==> config.mk <==
export PLATFORM = sky130hd
export DESIGN_NAME = swb_master
export DESIGN_NICKNAME = d
export VERILOG_FILES = /design/src/rtl/swb_pkg.sv /design/src/rtl/swb_sync.sv /design/src/rtl/swb_engine.sv /design/src/rtl/swb_master.sv
export SDC_FILE = /design/constraint.sdc
export NUM_CORES = 1
export LEC_CHECK = 0
export CORE_MARGIN = 3
export CORE_UTILIZATION = 40
export DETAILED_ROUTE_END_ITERATION = 6
export GPL_ROUTABILITY_DRIVEN = 0
export SYNTH_ARGS = -nofsm -noshare
export SYNTH_HDL_FRONTEND = slang
export SYNTH_HIERARCHICAL = 1
export SYNTH_SLANG_ARGS = --single-unit
export TNS_END_PERCENT = 20
==> constraint.sdc <==
create_clock -name clk -period 3.6 [get_ports clk]
set_input_delay 0.36 -clock clk [delete_from_list [all_inputs] [get_ports clk]]
set_output_delay 0.36 -clock clk [all_outputs]
set_load 0.02 [all_outputs]
==> src/rtl/swb_pkg.sv <==
package swb_pkg;

  typedef enum logic [2:0] {
    ST_IDLE, ST_BRK_LO, ST_BRK_HI, ST_TX_LO, ST_TX_HI, ST_RX_WAIT, ST_RX_LO
  } swb_state_e;

  typedef enum logic [1:0] {OP_SEND, OP_RECV, OP_BREAK} swb_op_e;

  localparam logic [4:0] A_REV     = 5'h00;
  localparam logic [4:0] A_TXD     = 5'h04;
  localparam logic [4:0] A_RXD     = 5'h08;
  localparam logic [4:0] A_CTRL    = 5'h0C;
  localparam logic [4:0] A_EVT     = 5'h10;
  localparam logic [4:0] A_SYSCFG  = 5'h14;
  localparam logic [4:0] A_SYSSTAT = 5'h18;

  localparam int B_IE    = 6;
  localparam int B_CLKEN = 5;
  localparam int B_GO    = 4;
  localparam int B_INIT  = 2;
  localparam int B_DIR   = 1;
  localparam int B_MODE  = 0;

  localparam logic [7:0] CTRL_MASK = 8'h77;
  localparam logic [7:0] LIVE_MASK = 8'h61;

  localparam int E_SENT = 2;
  localparam int E_RCVD = 1;
  localparam int E_TMO  = 0;

  localparam int S_SRST  = 1;
  localparam int S_AIDLE = 0;

endpackage

==> src/rtl/swb_sync.sv <==
module swb_sync #(
  parameter int STAGES = 2
) (
  input  logic clk,
  input  logic rst_n,
  input  logic d,
  output logic q
);
  logic [STAGES-1:0] pipe_q;
  logic [STAGES-1:0] pipe_d;

  generate
    if (STAGES > 1) begin : g_multi
      assign pipe_d = {pipe_q[STAGES-2:0], d};
    end else begin : g_single
      assign pipe_d = d;
    end
  endgenerate

  always_ff @(posedge clk or negedge rst_n) begin
    if (!rst_n) pipe_q <= '1;
    else        pipe_q <= pipe_d;
  end

  assign q = pipe_q[STAGES-1];
endmodule

==> src/rtl/swb_engine.sv <==
module swb_engine
  import swb_pkg::*;
#(
  parameter int T_BIT  = 24,
  parameter int T_ONE  = 4,
  parameter int T_ZERO = 16,
  parameter int T_BRK  = 20,
  parameter int T_REC  = 10,
  parameter int RX_TMO = 64
) (
  input  logic       clk,
  input  logic       rst_n,
  input  logic       clr,
  input  logic       start,
  input  swb_op_e    op,
  input  logic [7:0] tx_byte,
  input  logic       line_s,
  output logic       line_pd,
  output logic       busy,
  output logic       fin_sent,
  output logic       fin_rcvd,
  output logic       fin_tmo,
  output logic [7:0] rx_byte
);
  localparam int MAXA   = (T_BIT > T_BRK) ? T_BIT : T_BRK;
  localparam int MAXB   = (T_REC > RX_TMO) ? T_REC : RX_TMO;
  localparam int MAXT   = (MAXA > MAXB) ? MAXA : MAXB;
  localparam int CNT_W  = $clog2(MAXT + 1);
  localparam int THRESH = (T_ONE + T_ZERO) / 2;
  localparam logic [CNT_W-1:0] CNT_MAX = '1;

  swb_state_e       st_q, st_d;
  logic [CNT_W-1:0] cnt_q, cnt_d;
  logic [2:0]       idx_q, idx_d;
  logic [7:0]       sh_q, sh_d;

  function automatic logic [CNT_W-1:0] low_len(input logic b);
    return b ? CNT_W'(T_ONE - 1) : CNT_W'(T_ZERO - 1);
  endfunction

  always_comb begin
    st_d = st_q; cnt_d = cnt_q; idx_d = idx_q; sh_d = sh_q;
    fin_sent = 1'b0; fin_rcvd = 1'b0; fin_tmo = 1'b0;
    unique case (st_q)
      ST_IDLE: if (start) begin
        idx_d = '0;
        unique case (op)
          OP_BREAK: begin st_d = ST_BRK_LO; cnt_d = CNT_W'(T_BRK - 1); end
          OP_RECV:  begin st_d = ST_RX_WAIT; cnt_d = '0; sh_d = '0; end
          default:  begin st_d = ST_TX_LO; sh_d = tx_byte; cnt_d = low_len(tx_byte[0]); end
        endcase
      end
      ST_BRK_LO: if (cnt_q == '0) begin st_d = ST_BRK_HI; cnt_d = CNT_W'(T_REC - 1); end
                 else cnt_d = cnt_q - 1'b1;
      ST_BRK_HI: if (cnt_q == '0) begin st_d = ST_IDLE; fin_tmo = 1'b1; end
                 else cnt_d = cnt_q - 1'b1;
      ST_TX_LO: if (cnt_q == '0) begin
        st_d  = ST_TX_HI;
        cnt_d = sh_q[0] ? CNT_W'(T_BIT - T_ONE - 1) : CNT_W'(T_BIT - T_ZERO - 1);
      end else cnt_d = cnt_q - 1'b1;
      ST_TX_HI: if (cnt_q == '0) begin
        if (idx_q == 3'd7) begin st_d = ST_IDLE; fin_sent = 1'b1; end
        else begin
          st_d = ST_TX_LO; idx_d = idx_q + 1'b1;
          sh_d = {1'b0, sh_q[7:1]}; cnt_d = low_len(sh_q[1]);
        end
      end else cnt_d = cnt_q - 1'b1;
      ST_RX_WAIT: if (!line_s) begin st_d = ST_RX_LO; cnt_d = CNT_W'(1); end
        else if (cnt_q == CNT_W'(RX_TMO - 1)) begin st_d = ST_IDLE; fin_tmo = 1'b1; end
        else cnt_d = cnt_q + 1'b1;
      ST_RX_LO: if (line_s) begin
        sh_d = {(cnt_q < CNT_W'(THRESH)), sh_q[7:1]};
        if (idx_q == 3'd7) begin st_d = ST_IDLE; fin_rcvd = 1'b1; end
        else begin st_d = ST_RX_WAIT; idx_d = idx_q + 1'b1; cnt_d = '0; end
      end else if (cnt_q != CNT_MAX) cnt_d = cnt_q + 1'b1;
      default: st_d = ST_IDLE;
    endcase
    if (clr) st_d = ST_IDLE;
  end

  always_ff @(posedge clk or negedge rst_n) begin
    if (!rst_n) begin
      st_q <= ST_IDLE; cnt_q <= '0; idx_q <= '0; sh_q <= '0;
    end else begin
      st_q <= st_d; cnt_q <= cnt_d; idx_q <= idx_d; sh_q <= sh_d;
    end
  end

  assign line_pd = (st_q == ST_TX_LO) || (st_q == ST_BRK_LO);
  assign busy    = (st_q != ST_IDLE);
  assign rx_byte = sh_d;

  AST_FIN_EXCLUSIVE: assert property (@(posedge clk) disable iff (!rst_n)
    $onehot0({fin_sent, fin_rcvd, fin_tmo}));
  AST_FIN_GOES_IDLE: assert property (@(posedge clk) disable iff (!rst_n)
    (fin_sent || fin_rcvd || fin_tmo) |=> !busy);
  AST_RX_NO_PULLDOWN: assert property (@(posedge clk) disable iff (!rst_n)
    (st_q == ST_RX_WAIT || st_q == ST_RX_LO) |-> !line_pd);
endmodule

==> src/rtl/swb_master.sv <==
module swb_master
  import swb_pkg::*;
#(
  parameter logic [3:0] REV_MAJOR   = 4'd2,
  parameter logic [3:0] REV_MINOR   = 4'd1,
  parameter int         T_BIT       = 24,
  parameter int         T_ONE       = 4,
  parameter int         T_ZERO      = 16,
  parameter int         T_BRK       = 20,
  parameter int         T_REC       = 10,
  parameter int         RX_TMO      = 64,
  parameter int         SYNC_STAGES = 2
) (
  input  logic       clk,
  input  logic       rst_n,
  input  logic [4:0] reg_addr,
  input  logic       reg_wr,
  input  logic       reg_rd,
  input  logic [7:0] reg_wdata,
  output logic [7:0] reg_rdata,
  input  logic       line_in,
  output logic       line_pd,
  output logic       irq
);
  logic [7:0] ctrl_q, ctrl_d, txd_q, rxd_q;
  logic [2:0] evt_q, evt_d;
  logic       aidle_q, aidle_d, srst_q, srst_d;
  logic       wr_ctrl, wr_txd, wr_sys, rd_evt, start, fin_any;
  logic       line_s, eng_busy, fin_sent, fin_rcvd, fin_tmo;
  logic [7:0] rx_byte;
  swb_op_e    op;

  swb_sync #(.STAGES(SYNC_STAGES)) u_sync (
    .clk(clk), .rst_n(rst_n), .d(line_in), .q(line_s));

  swb_engine #(.T_BIT(T_BIT), .T_ONE(T_ONE), .T_ZERO(T_ZERO),
               .T_BRK(T_BRK), .T_REC(T_REC), .RX_TMO(RX_TMO)) u_engine (
    .clk(clk), .rst_n(rst_n), .clr(srst_q), .start(start), .op(op),
    .tx_byte(txd_q), .line_s(line_s), .line_pd(line_pd), .busy(eng_busy),
    .fin_sent(fin_sent), .fin_rcvd(fin_rcvd), .fin_tmo(fin_tmo), .rx_byte(rx_byte));

  assign wr_ctrl = reg_wr && (reg_addr == A_CTRL);
  assign wr_txd  = reg_wr && (reg_addr == A_TXD);
  assign wr_sys  = reg_wr && (reg_addr == A_SYSCFG);
  assign rd_evt  = reg_rd && (reg_addr == A_EVT);
  assign fin_any = fin_sent || fin_rcvd || fin_tmo;
  assign start   = wr_ctrl && reg_wdata[B_GO] && reg_wdata[B_CLKEN] && !eng_busy && !srst_q;
  assign op      = reg_wdata[B_INIT] ? OP_BREAK : (reg_wdata[B_DIR] ? OP_RECV : OP_SEND);

  always_comb begin
    ctrl_d  = ctrl_q;
    evt_d   = rd_evt ? 3'b000 : evt_q;
    aidle_d = aidle_q;
    srst_d  = 1'b0;
    if (wr_ctrl) begin
      if (eng_busy) ctrl_d = (ctrl_q & ~LIVE_MASK) | (reg_wdata & LIVE_MASK);
      else          ctrl_d = reg_wdata & CTRL_MASK;
    end
    if (fin_any && ctrl_q[B_IE]) begin
      ctrl_d[B_GO]   = 1'b0;
      ctrl_d[B_INIT] = 1'b0;
    end
    evt_d[E_SENT] = evt_d[E_SENT] | fin_sent;
    evt_d[E_RCVD] = evt_d[E_RCVD] | fin_rcvd;
    evt_d[E_TMO]  = evt_d[E_TMO]  | fin_tmo;
    if (wr_sys) begin
      aidle_d = reg_wdata[S_AIDLE];
      srst_d  = reg_wdata[S_SRST];
    end
    if (srst_q) begin
      ctrl_d = '0; evt_d = '0; aidle_d = 1'b0; srst_d = 1'b0;
    end
  end

  always_ff @(posedge clk or negedge rst_n) begin
    if (!rst_n) begin
      ctrl_q <= '0; evt_q <= '0; aidle_q <= 1'b0; srst_q <= 1'b0;
      txd_q  <= '0; rxd_q <= '0;
    end else begin
      ctrl_q  <= ctrl_d;
      evt_q   <= evt_d;
      aidle_q <= aidle_d;
      srst_q  <= srst_d;
      if (srst_q)        txd_q <= '0;
      else if (wr_txd)   txd_q <= reg_wdata;
      if (srst_q)        rxd_q <= '0;
      else if (fin_rcvd) rxd_q <= rx_byte;
    end
  end

  always_comb begin
    unique case (reg_addr)
      A_REV:     reg_rdata = {REV_MAJOR, REV_MINOR};
      A_TXD:     reg_rdata = txd_q;
      A_RXD:     reg_rdata = rxd_q;
      A_CTRL:    reg_rdata = ctrl_q;
      A_EVT:     reg_rdata = {5'b0, evt_q};
      A_SYSCFG:  reg_rdata = {7'b0, aidle_q};
      A_SYSSTAT: reg_rdata = {7'b0, ~srst_q};
      default:   reg_rdata = 8'h00;
    endcase
  end

  assign irq = ctrl_q[B_IE] && (evt_q != 3'b000);

  AST_READ_CLEARS_EVENTS: assert property (@(posedge clk) disable iff (!rst_n)
    (rd_evt && !fin_any) |=> (evt_q == 3'b000));
  AST_GO_HELD_WHILE_BUSY: assert property (@(posedge clk) disable iff (!rst_n)
    eng_busy |-> ctrl_q[B_GO]);
  AST_GO_DROPS_WITH_IE: assert property (@(posedge clk) disable iff (!rst_n)
    (fin_any && ctrl_q[B_IE] && !srst_q) |=> (!ctrl_q[B_GO] && !ctrl_q[B_INIT]));
  AST_GO_KEPT_WITHOUT_IE: assert property (@(posedge clk) disable iff (!rst_n)
    (fin_any && !ctrl_q[B_IE] && !srst_q) |=> ctrl_q[B_GO]);
  AST_SRST_ONE_CYCLE: assert property (@(posedge clk) disable iff (!rst_n)
    srst_q |=> (!srst_q && !eng_busy && evt_q == 3'b000));
endmodule

==> reports/qor.yml <==
fmax_mhz: 321
numCtsBuffers: 5
cts_resized: 0
async_flop_share_pct: 100
avgViaCountPerCell: 6.14
status: "completed"
synth-seq-cells: 50
grt_max_degree: 35
slew_headroom_pct: 53.5
grt_pass1_wl_um: 16000
setup_violations: 0
io_pins: 28
yosys.area.top_type: "dfrtp_1"
vias: 3129
ir_drop_mv: 0.218
syn_to_final_growth_pct: 12.8
post_cts_buffers: 0
grt_pass1_vias: 3059
nets: 430
htree_num_levels: 2
syn_inst: 384
initial_core_util_pct: 42.2
synth_warnings: 6
tritoncts: "yes"
min_period_ns: 3.12
track_usage_pct: 19.9
die_area_um2: 10000
post-route-drc-count: 0
finalSetupTns_ns: 0
synth_area_per_cell_um2: 9.25
synth_edf_count: 0
rsz0062_at_grt: "no"
crit_type: "reg2reg"
netlist_area_um2: 3550
hold_viol: 0
crit_arrival_ns: 3.31
fp.dieW_um: 100
start_kind: "flip-flop"
diodes: 0
maxSlewViolCount: 0
path_max_fanout: 18
final_core_util_pct: 47.5
clock_latency_ns: 0.32
root_buffer: "clkbuf_8"
max_cap_viol_count: 0
synth.most_common_cell: "dfrtp_1"
cts_buffer_depth: 2
hold_class: "in2async"
dr.first_iter.drc_count: 231
synth_seq_area_share_pct: 35.3
ys.flop_type: "dfrtp_1"
syn_nets: 410
rows: 33
synthDistinctLibCells: 74
worst_ep_required_time_ns: 3.79
antenna_found_initial: 0
yosys-top-cells-count: "48 x dfrtp_1, 35 x nor2_1, 25 x a21oi_1, 23 x o21ai_0, 21 x inv_1"
finalClockSkew_ns: 0.0112
powerDensity_nw_per_um2: 666
routed_wl_um: 9640
tightest_slew_ns: 0.698
clock_sinks: 50
coreArea_um2: 8420
wl_per_cell_um: 18.9
synth_area_leaders: "dfrtp_1 34%, mux2i_1 4.8%, nor2_1 3.7%, a21oi_1 3.5%, o21ai_0 3.2%"
total_power_mw: 2.67
drive_gt1_share_pct: 12.1
p_leak_nw: 1.68
die_h_um: 100
post-dp-hpwl_um: 7110
ant_nets: 0
synth_top_area_share_pct: 33.8
port_buffers: 27
path_clk_slew_ns: 0.10
drtPass1Iterations: 5
fin_crit_sh_pct: 86.6
grt.overflow.total: 0
cts_hold_buffers: 0
critPathCaptureType: "flip-flop"
-- through the flow --
step	std cells	setup WS (ns)	hold WS [ns]	area, um^2
6_report	510	0.481	0.00857	4000
5_1_grt	510	0.226	0.0351	4000
4_1_cts	510	0.515	0.0225	4000
3_5_place_dp	502	0.415	0.348	3880
3_3_place_gp	502	0.562	0.346	3880
2_1_floorplan	384	0.840	0.0644	3550
-- kinds of logic after synthesis --
kind of cell	after synthesis	share of synthesized area, %
AOI/OAI and AO/OA	103	21.4
and+or+nand+nor	142	23.4
xor gates and xnor gates	8	1.97
adders and majority gates	8	2.82
DFF	50	35.3
muxes	27	8.70
buffers and inverters	46	6.38
-- layer usage --
| metal | track usage [%] | up-vias | part of all wire [%] |
|---|---|---|---|
| li1 | - | 1447 | - |
| met1 | 27.6 | 1537 | 45 |
| met2 | 30.6 | 125 | 46 |
| met3 | 4.79 | 20 | 6.2 |
| met4 | 6.42 | 0 | 2.4 |
| met5 | 0 | - | 0 |
-- worst max-delay path: stages, from the launching register on --
cell,delay [ns]
dfrtp_1,0.60
nor3_2,0.26
inv_1,0.10
nand4b_1,0.29
nor4_4,0.48
a31oi_1,0.18
a221oi_2,0.47
nor2b_1,0.10
a221o_1,0.31
mux2i_1,0.15
nor2_1,0.06
-- flip-flops by register name (all words and copies together), names as in the netlist --
| register | cells |
|---|---|
| rxd_q | 8 |
| txd_q | 8 |
| u_engine/sh_q | 8 |
| u_engine/cnt_q | 7 |
| ctrl_q | 6 |
| evt_q | 3 |
| u_engine/idx_q | 3 |
| u_engine/st_q | 3 |
| u_sync/pipe_q | 2 |
| aidle_q | 1 |
| srst_q | 1 |
-- area by class of cell --
cell class	count	area, um^2
Tap cell	105	131
Multi-Input combinational cell	288	2070
Clock inverter	2	38.8
Clock buffer	6	82.6
Inverter	21	78.8
Fill cell	838	4420
Sequential cell	50	1250
Timing Repair Buffer	38	348
-- where the power goes --
part	internal, mW	switching (mW)
sequential	0.691	0.172
combinational	0.625	0.741
clock	0.229	0.208
total	1.54	1.12
-- layout by cell type (no fill, tap or decap), types with 7 or more instances in the layout --
master	synthesis	final
a221o_1	7	7
dfrtp_1	48	48
nor3_1	9	9
nor2b_1	9	9
a21oi_1	25	25
buf_4	1	11
clkdlybuf4s50_1	0	26
nand2_1	12	12
nor2_1	35	35
nand3b_1	7	7
inv_1	21	21
mux2i_1	17	17
nand2b_1	16	16
o21ai_0	23	23
ha_1	8	8
nand3_1	19	19
-- worst paths after layout --
check	slack, ns	endpoint	from	cells past startpoint
max	0.48	rxd_q[2]	u_engine/st_q[2]	10
min	0.009	txd_q[5]	rst_n	1
max reg2reg	0.48	rxd_q[2]	u_engine/st_q[2]	10
min reg2reg	0.36	u_sync/pipe_q[1]	u_sync/pipe_q[0]	0
max in group asynchronous	2.81	rxd_q[4]	rst_n	2
min in group clk	0.36	u_sync/pipe_q[1]	u_sync/pipe_q[0]	0
Power figures use the tool's default switching activity.
